===== config.mk =====
export PLATFORM = sky130hd
export DESIGN_NAME = hw_log_store
export DESIGN_NICKNAME = d
export VERILOG_FILES = /design/src/rtl/hls_pkg.sv /design/src/rtl/hls_array.sv /design/src/rtl/hls_ctrl.sv /design/src/rtl/hw_log_store.sv
export SDC_FILE = /design/constraint.sdc
export NUM_CORES = 1
export LEC_CHECK = 0
export ABC_AREA = 1
export BUFFER_PORTS_ARGS = -buffer_cell sky130_fd_sc_hd__buf_2
export CELL_PAD_IN_SITES_DETAIL_PLACEMENT = 1
export CELL_PAD_IN_SITES_GLOBAL_PLACEMENT = 1
export CORE_UTILIZATION = 48
export CTS_CLUSTER_DIAMETER = 30
export CTS_CLUSTER_SIZE = 20
export DETAILED_ROUTE_END_ITERATION = 12
export GPL_ROUTABILITY_DRIVEN = 0
export HOLD_SLACK_MARGIN = 0.1
export PLACE_DENSITY = 0.83
export SLEW_MARGIN = 25
export SYNTH_ARGS = -nofsm -noshare
export SYNTH_HDL_FRONTEND = slang
export SYNTH_SLANG_ARGS = --single-unit

===== constraint.sdc =====
create_clock -name clk_i -period 2.5 [get_ports clk_i]
set_input_delay 0.125 -clock clk_i [delete_from_list [all_inputs] [get_ports clk_i]]
set_output_delay 0.125 -clock clk_i [all_outputs]
set_load 0.02 [all_outputs]

===== src/rtl/hls_pkg.sv =====
package hls_pkg;
  typedef enum logic [1:0] {
    ST_OK         = 2'd0,
    ST_WR_ERR     = 2'd1,
    ST_ERASE_ERR  = 2'd2,
    ST_VERIFY_ERR = 2'd3
  } status_e;

  typedef enum logic [2:0] {
    S_IDLE, S_WSCAN, S_ERASE, S_ECHK, S_PROG, S_PCHK, S_RSCAN, S_ISCAN
  } state_e;

  typedef enum logic [1:0] {
    OP_WRITE, OP_READ, OP_INIT
  } op_e;
endpackage


===== src/rtl/hls_array.sv =====
module hls_array #(
  parameter int W     = 16,
  parameter int DEPTH = 32,
  localparam int AW   = $clog2(DEPTH)
) (
  input  logic          clk_i,
  input  logic          rst_ni,
  input  logic          erase_i,
  input  logic          prog_i,
  input  logic [AW-1:0] addr_i,
  input  logic [W-1:0]  wdata_i,
  input  logic [W-1:0]  stuck_i,
  output logic [W-1:0]  rdata_o
);
  logic [W-1:0] mem_q [DEPTH];

  for (genvar g = 0; g < DEPTH; g++) begin : g_cell
    always_ff @(posedge clk_i or negedge rst_ni) begin
      if (!rst_ni)                               mem_q[g] <= '1;
      else if (erase_i)                          mem_q[g] <= ~stuck_i;
      else if (prog_i && addr_i == AW'(g))       mem_q[g] <= mem_q[g] & wdata_i & ~stuck_i;
    end
  end

  assign rdata_o = mem_q[addr_i];
endmodule


===== src/rtl/hls_ctrl.sv =====
module hls_ctrl
  import hls_pkg::*;
#(
  parameter int W     = 16,
  parameter int DEPTH = 32,
  localparam int AW   = $clog2(DEPTH)
) (
  input  logic          clk_i,
  input  logic          rst_ni,
  input  logic          wr_req_i,
  input  logic [W-1:0]  wr_data_i,
  input  logic          rd_req_i,
  input  logic          init_req_i,
  input  logic [W-1:0]  rdata_i,
  output logic          erase_o,
  output logic          prog_o,
  output logic [AW-1:0] addr_o,
  output logic [W-1:0]  wdata_o,
  output logic          busy_o,
  output logic          done_o,
  output logic [1:0]    status_o,
  output logic [W-1:0]  rd_data_o
);
  localparam logic [AW-1:0] LAST   = AW'(DEPTH - 1);
  localparam logic [W-1:0]  ERASED = '1;

  state_e        state_q;
  op_e           op_q;
  status_e       status_q;
  logic [AW-1:0] idx_q;
  logic [W-1:0]  data_q, rd_q;
  logic          done_q;
  logic          free, at_last;

  assign free    = (rdata_i == ERASED);
  assign at_last = (idx_q == LAST);

  always_ff @(posedge clk_i or negedge rst_ni) begin
    if (!rst_ni) begin
      state_q  <= S_IDLE;
      op_q     <= OP_READ;
      status_q <= ST_OK;
      idx_q    <= '0;
      data_q   <= '0;
      rd_q     <= ERASED;
      done_q   <= 1'b0;
    end else begin
      done_q <= 1'b0;
      unique case (state_q)
        S_IDLE: begin
          if (init_req_i) begin
            op_q <= OP_INIT; idx_q <= '0; state_q <= S_ISCAN;
          end else if (wr_req_i) begin
            op_q <= OP_WRITE; data_q <= wr_data_i; idx_q <= '0; state_q <= S_WSCAN;
          end else if (rd_req_i) begin
            op_q <= OP_READ; idx_q <= LAST; state_q <= S_RSCAN;
          end
        end
        S_WSCAN: begin
          if (free)         state_q <= S_PROG;
          else if (at_last) state_q <= S_ERASE;
          else              idx_q   <= idx_q + AW'(1);
        end
        S_ISCAN: begin
          if (!free) begin
            status_q <= ST_OK; done_q <= 1'b1; state_q <= S_IDLE;
          end else if (at_last) state_q <= S_ERASE;
          else                  idx_q   <= idx_q + AW'(1);
        end
        S_ERASE: begin
          idx_q <= '0; state_q <= S_ECHK;
        end
        S_ECHK: begin
          if (!free) begin
            status_q <= ST_ERASE_ERR; done_q <= 1'b1; state_q <= S_IDLE;
          end else if (at_last) begin
            if (op_q == OP_WRITE) begin
              idx_q <= '0; state_q <= S_PROG;
            end else begin
              status_q <= ST_OK; done_q <= 1'b1; state_q <= S_IDLE;
            end
          end else idx_q <= idx_q + AW'(1);
        end
        S_PROG: state_q <= S_PCHK;
        S_PCHK: begin
          status_q <= (rdata_i == data_q) ? ST_OK : ST_VERIFY_ERR;
          done_q   <= 1'b1;
          state_q  <= S_IDLE;
        end
        S_RSCAN: begin
          if (!free || idx_q == '0) begin
            rd_q <= rdata_i; status_q <= ST_OK; done_q <= 1'b1; state_q <= S_IDLE;
          end else idx_q <= idx_q - AW'(1);
        end
        default: state_q <= S_IDLE;
      endcase
    end
  end

  assign erase_o   = (state_q == S_ERASE);
  assign prog_o    = (state_q == S_PROG);
  assign addr_o    = idx_q;
  assign wdata_o   = data_q;
  assign busy_o    = (state_q != S_IDLE);
  assign done_o    = done_q;
  assign status_o  = status_q;
  assign rd_data_o = rd_q;
endmodule


===== src/rtl/hw_log_store.sv =====
module hw_log_store #(
  parameter int W     = 16,
  parameter int DEPTH = 32
) (
  input  logic         clk_i,
  input  logic         rst_ni,
  input  logic         wr_req_i,
  input  logic [W-1:0] wr_data_i,
  input  logic         rd_req_i,
  input  logic         init_req_i,
  input  logic [W-1:0] stuck_zero_i,
  output logic         busy_o,
  output logic         done_o,
  output logic [1:0]   status_o,
  output logic [W-1:0] rd_data_o
);
  localparam int AW = $clog2(DEPTH);

  logic          erase, prog;
  logic [AW-1:0] addr;
  logic [W-1:0]  wdata, rdata;

  hls_ctrl #(.W(W), .DEPTH(DEPTH)) u_ctrl (
    .clk_i, .rst_ni, .wr_req_i, .wr_data_i, .rd_req_i, .init_req_i,
    .rdata_i(rdata), .erase_o(erase), .prog_o(prog), .addr_o(addr),
    .wdata_o(wdata), .busy_o, .done_o, .status_o, .rd_data_o
  );

  hls_array #(.W(W), .DEPTH(DEPTH)) u_array (
    .clk_i, .rst_ni, .erase_i(erase), .prog_i(prog), .addr_i(addr),
    .wdata_i(wdata), .stuck_i(stuck_zero_i), .rdata_o(rdata)
  );
endmodule


==> metrics.yaml, run 1 <==
status: "aborted with a tool error"
haltStage: "global routing"
firstError: "[ERROR GRT-0232] Routing congestion too high. Check the congestion heatmap in the GUI."
rows: 86
clock_path_buffers: 3
grtUsageTotal_pct: 70.56
port_buffers: 56
dp_hpwl_um: 64910
grt_max_degree: 163
grt_overflow_total: 22
cts_buffers: 133
pin_count: 57
ys_warn_count: 0
synthesis.nets: 3246
async_flop_share_pct: 100.0
die_x_um: 239.6
die_h_um: 239.6
cts.htree.levels: 4
syn_area_per_cell_um2: 8.465
synthTopCellsByArea: "dfstp_2 51%, nand2_1 10%, a22oi_1 8.0%"
synth_area_um2: 27100
synthFlopType: "dfstp_2"
synth_top_area_share_pct: 51.28
start_util_pct: 48.91
crit_endpoint: "u_ctrl.addr_o[4]$_DFFE_PN0P_/D"
synth_top_cell_by_area: "dfstp_2"
worst-ep-kind: "sequential cell input"
synth_cell_types: 36
synth.yosys.seq_area_share_pct: 53.87
synth_edf_count: 0
root_buffer: "clkbuf_16"
synth_cells: 3202
ys_ff_latch: 557
cts.sinks: 557
metrics by stage:
stage | area (um2) | hold WS (ns) | setup WS (ns) | std cells | TNS, ns
after CTS | 35780 | 0.1664 | -0.5311 | 4286 | -13.70
after detailed placement | 29920 | 0.3468 | -0.7620 | 3983 | -20.69
after global placement | 29920 | 0.3345 | -0.5332 | 3983 | -15.51
after floorplan | 27100 | -0.1706 | 0.2846 | 3202 | 0
layer usage:
metal  overflow  GRT usage [%]
met2          9          86.69
met1          0          70.51
met4         13          70.96
met5          0          26.41
met3          0          55.10
logic make-up after synthesis:
kind of cell / synth area share, %
flops: 53.87
buf+inv: 8.891
compound gates: 17.49
simple gates: 19.00
fa+ha+maj: 0.3231
mux: 0.04154
xor+xnor: 0.3878
synth_stat cells, types with 3 or more instances:
cell type  count
inv_2          5
o21bai_1      16
ha_1           7
buf_1          8
nor2_4         4
xor2_1         6
a21oi_1      310
nand2_1      734
o21ai_1        6
nand2_2        4
o211ai_1      79
xnor2_1        6
buf_4         25
dfrtp_1       28
nand3_1      218
buf_6          3
dfstp_2      529
nor2_1       315
o21ai_0       50
inv_1        330
nor3_1         3
clkbuf_1     151
a22oi_1      288
buf_2         65
timing repair:
action	in CTS
hold endpoints to repair	430
cloned	6
endpoints found under the setup margin	163
hold buffers	46
buffers inserted	10
resized for setup	166
pin swaps	46
==> run 2: changes to the inputs <==
- CELL_PAD_IN_SITES_DETAIL_PLACEMENT: 1 -> default
- CELL_PAD_IN_SITES_GLOBAL_PLACEMENT: 1 -> default
- CORE_UTILIZATION: 48 -> 34
- CTS_CLUSTER_DIAMETER: 30 -> default
- CTS_CLUSTER_SIZE: 20 -> default
- HOLD_SLACK_MARGIN: 0.1 -> default
- PLACE_DENSITY: 0.83 -> default
- PLACE_DENSITY_LB_ADDON: default -> 0.15
==> run 2 against run 1 <==
Compared with the run above:
- the flow now finishes, with violations (setup timing)
- area after synthesis unchanged
- synthesized cell count unchanged
==> metrics.yaml, run 2 <==
rows: 103  # was 86
hold_class: "in2reg"
pwr-share-comb_pct: 50.0
synthFlopType: "dfstp_2"  # unchanged
ys_ff_latch: 557  # unchanged
cts.sinks: 557  # unchanged
path_common_cell: "nand2_2"
synth.most_common_cell: "nand2_1"  # unchanged
largest_reg_flops: 512
wl_per_cell_um: 21.99
crit_type: "reg2reg"
pwr-share-seq_pct: 32.8
arrival_ns: 3.38
clkLatencyLatePin_ns: 0.61
swShare_pct: 41.02
setup_viol_count_final: 27
switchingPower_mw: 23.72
p_clk_share_pct: 17.2
start_util_pct: 34.37  # was 48.91%
synth_top_cell_by_area: "dfstp_2"  # unchanged
drc_errors: 0
gr-usage-met2_pct: 38.91
synth_xor_xnor_area_share_pct: 0.3878  # unchanged
grt_pass1_wl_um: 149500
crit_fanout: 12
violations: "setup timing"
grt.met3_usage_pct: 2.721
grt_max_degree: 114
core_area_um2: 78870
cp_top_family: "simple AND/OR/NAND/NOR gates"
synth_fa_ha_area_share_pct: 0.3231  # unchanged
die_x_um: 284.3  # was 239.6 um
synth_cell_types: 36  # unchanged
path_buf_inv: 5
cts_tree: "built"
crit_path_end_kind: "register"
ir_drop_uv: 718.7
ant_nets: 0
nets: 3436
antenna_found_initial: 0
finalCritPeriodShare_pct: 115.5
cts_buffers: 67  # was 133
layout-drive-gt1-share_pct: 33.31
synth_cells: 3202  # unchanged
power_mw: 57.84
synth.yosys.seq_area_share_pct: 53.87  # unchanged
grt_pass1_vias: 23660
critPathSlowestCell: "dfrtp_4"
synth_simple_gate_area_share_pct: 19.00  # unchanged
root_buffer: "clkbuf_16"  # unchanged
regMostFlops: "u_array.mem_q"
drv_cap: 0
met1_usage_pct: 33.45
grtUsageTotal_pct: 24.03
cts.htree.levels: 3  # was 4
syn_area_per_cell_um2: 8.465  # unchanged
rsz0062_at_grt: "true"
diodes: 0
synthesis.nets: 3246  # unchanged
p_int_mw: 34.11
pin_count: 57  # unchanged
crit_chain: "buf_12 -> inv_16 -> buf_16 -> buf_12 -> nand2_1 -> nand3_1 -> a21oi_1 -> nor2_1 -> nand2_2 -> nand2_2 -> nor2_2 -> nand2_2 -> nor2_4 -> nand2_4 -> nand2_2 -> nand2_2 -> nor2_4 -> nand2_2 -> buf_6 -> nand2_1 -> nand2_1"
slew_viol_final: 0
synthToLayoutAreaGrowth_pct: 26.57
start_kind: "register"
critPathRequiredTime_ns: 3.00
firstDrtPassIters: 5
synthTopCellsByCount: "734 x nand2_1, 529 x dfstp_2, 330 x inv_1, 315 x nor2_1, 310 x a21oi_1"  # unchanged
synth_top_area_share_pct: 51.28  # unchanged
port_buffers: 56  # unchanged
dp_hpwl_um: 59780  # was 64,910 um
synthMuxAreaShare_pct: 0.04155  # unchanged
die_h_um: 284.3  # was 239.6 um
synth_edf_count: 0  # unchanged
ys_warn_count: 0  # unchanged
synthTopCellsByArea: "dfstp_2 51%, nand2_1 10%, a22oi_1 8.0%"  # unchanged
clock_path_buffers: 3  # unchanged
via_per_inst: 5.319
pre_cts_ws_ns: -0.5841  # was -0.7620 ns
layout.cells.most_common: "nand2_1"
hold_viol_final: 0
num_vias: 23880
cellLeakagePower_nw: 15.49
synth_compound_area_share_pct: 17.49  # unchanged
drt_iter0_markers: 2144
max_freq_mhz: 346.5
tightestPinTransition_ns: 0.9542
synth_area_um2: 27100  # unchanged
skew_ns: 0.01755
final_cell_mix: "671 x nand2_1, 529 x dfstp_2, 330 x inv_1"
pwr_density_cell_nw_per_um2: 1686
routed_wl_um: 98750
async_flop_share_pct: 100.0  # unchanged
finalWorstSetupSlack_ns: -0.3863
relSlewSlack_pct: 36.22
die-area_um2: 80850
grt_overflow_total: 0
rrSetupSlack_ns: -0.39
worst_path_largest_cell_delay_ns: 0.45
clkTransAtPathRegs_ns: 0.06
gr-max-usage-layer: "met2"
status: "finished with violations"  # was aborted with a tool error
post-route-min-period_ns: 2.886
synth_top_family_by_area: "simple AND/OR/NAND/NOR gates"  # unchanged
==> run 2: cell counts after synthesis <==
Identical to the previous run, type by type.
==> run 2: final cells by class <==
cell class / instances / area, um2
multi-input cells: 2056 / 10750
clock inverters: 15 / 207.7
inverters: 337 / 1300
clock buffers: 102 / 2011
flip-flops and latches: 557 / 14610
repair buffers: 373 / 4114
well taps: 1050 / 1314
fillers: 7774 / 44560
==> run 2: stage by stage <==
stage	hold WS, ns	utilization (%)	cells	instance area (um2)	TNS, ns
3_3_place_gp	0.1972	38.48	4306	30350	-17.04
4_1_cts	0.004390	42.97	4479	33890	-7.019
5_1_grt	0.02411	43.50	4490	34310	-11.46
6_report	0.03192	43.50	4490	34310	-8.667
3_5_place_dp	0.1903	38.55	4308	30400	-18.18
2_1_floorplan	-0.1706	-	3202	27100	0
==> run 2: kinds of logic (layout without fill, tap and decap cells) <==
logic type,count (synthesis),count (layout)
compound gates,753,753
xor+xnor,12,12
fa+ha+maj,7,7
buf+inv,589,827
flops,557,557
mux,1,1
simple gates,1283,1283
==> run 2: path summary, 6_finish.rpt <==
path / cells after the start / to / startpoint
setup / recovery: 21 / u_ctrl.addr_o[4]$_DFFE_PN0P_ / u_ctrl.addr_o[0]$_DFFE_PN0P_
min in group asynchronous: 2 / u_ctrl.addr_o[0]$_DFFE_PN0P_ / rst_ni
max in group asynchronous: 3 / u_array.mem_q[106]$_DFFE_PN1P_ / rst_ni
setup reg to reg: 21 / u_ctrl.addr_o[4]$_DFFE_PN0P_ / u_ctrl.addr_o[0]$_DFFE_PN0P_
hold reg to reg: 2 / u_ctrl.rd_data_o[12]$_DFFE_PN1P_ / u_ctrl.rd_data_o[12]$_DFFE_PN1P_
hold / removal: 3 / u_array.mem_q[84]$_DFFE_PN1P_ / stuck_zero_i[4]
==> run 2: repair_timing <==
action,CTS,global route
buffers inserted,19,6
pin swaps,25,43
endpoints found under the setup margin,55,59
resized for setup,142,78
hold endpoints to repair,79,0
gates cloned,13,6
hold buffers,22,0
==> run 2: tightest hold or removal path: stages <==
cell      delay, ns
buf_2          0.09
o21bai_4       0.30
a21oi_1        0.12
==> run 2: routing by layer <==
| layer | share of wire, % | up-vias |
|---|---|---|
| met4 | 3.0 | 0 |
| met3 | 4.9 | 156 |
| met1 | 45 | 12160 |
| met5 | 0 | - |
| met2 | 47 | 673 |
| li1 | - | 10890 |
==> run 2: power groups by stage <==
| stage | Clock, mW | Sequential [mW] | Combinational, mW |
|---|---|---|---|
| after global placement | 0 | 18.9 | 25.7 |
| after global routing | 10.5 | 19.5 | 31.5 |
| after detailed placement | 0 | 19.1 | 26.1 |
| final | 9.94 | 19.0 | 28.9 |
| after CTS | 10.2 | 19.0 | 28.2 |
| after floorplan | 0 | 18.5 | 15.7 |
Note: power is estimated with default switching activity, not from simulation.
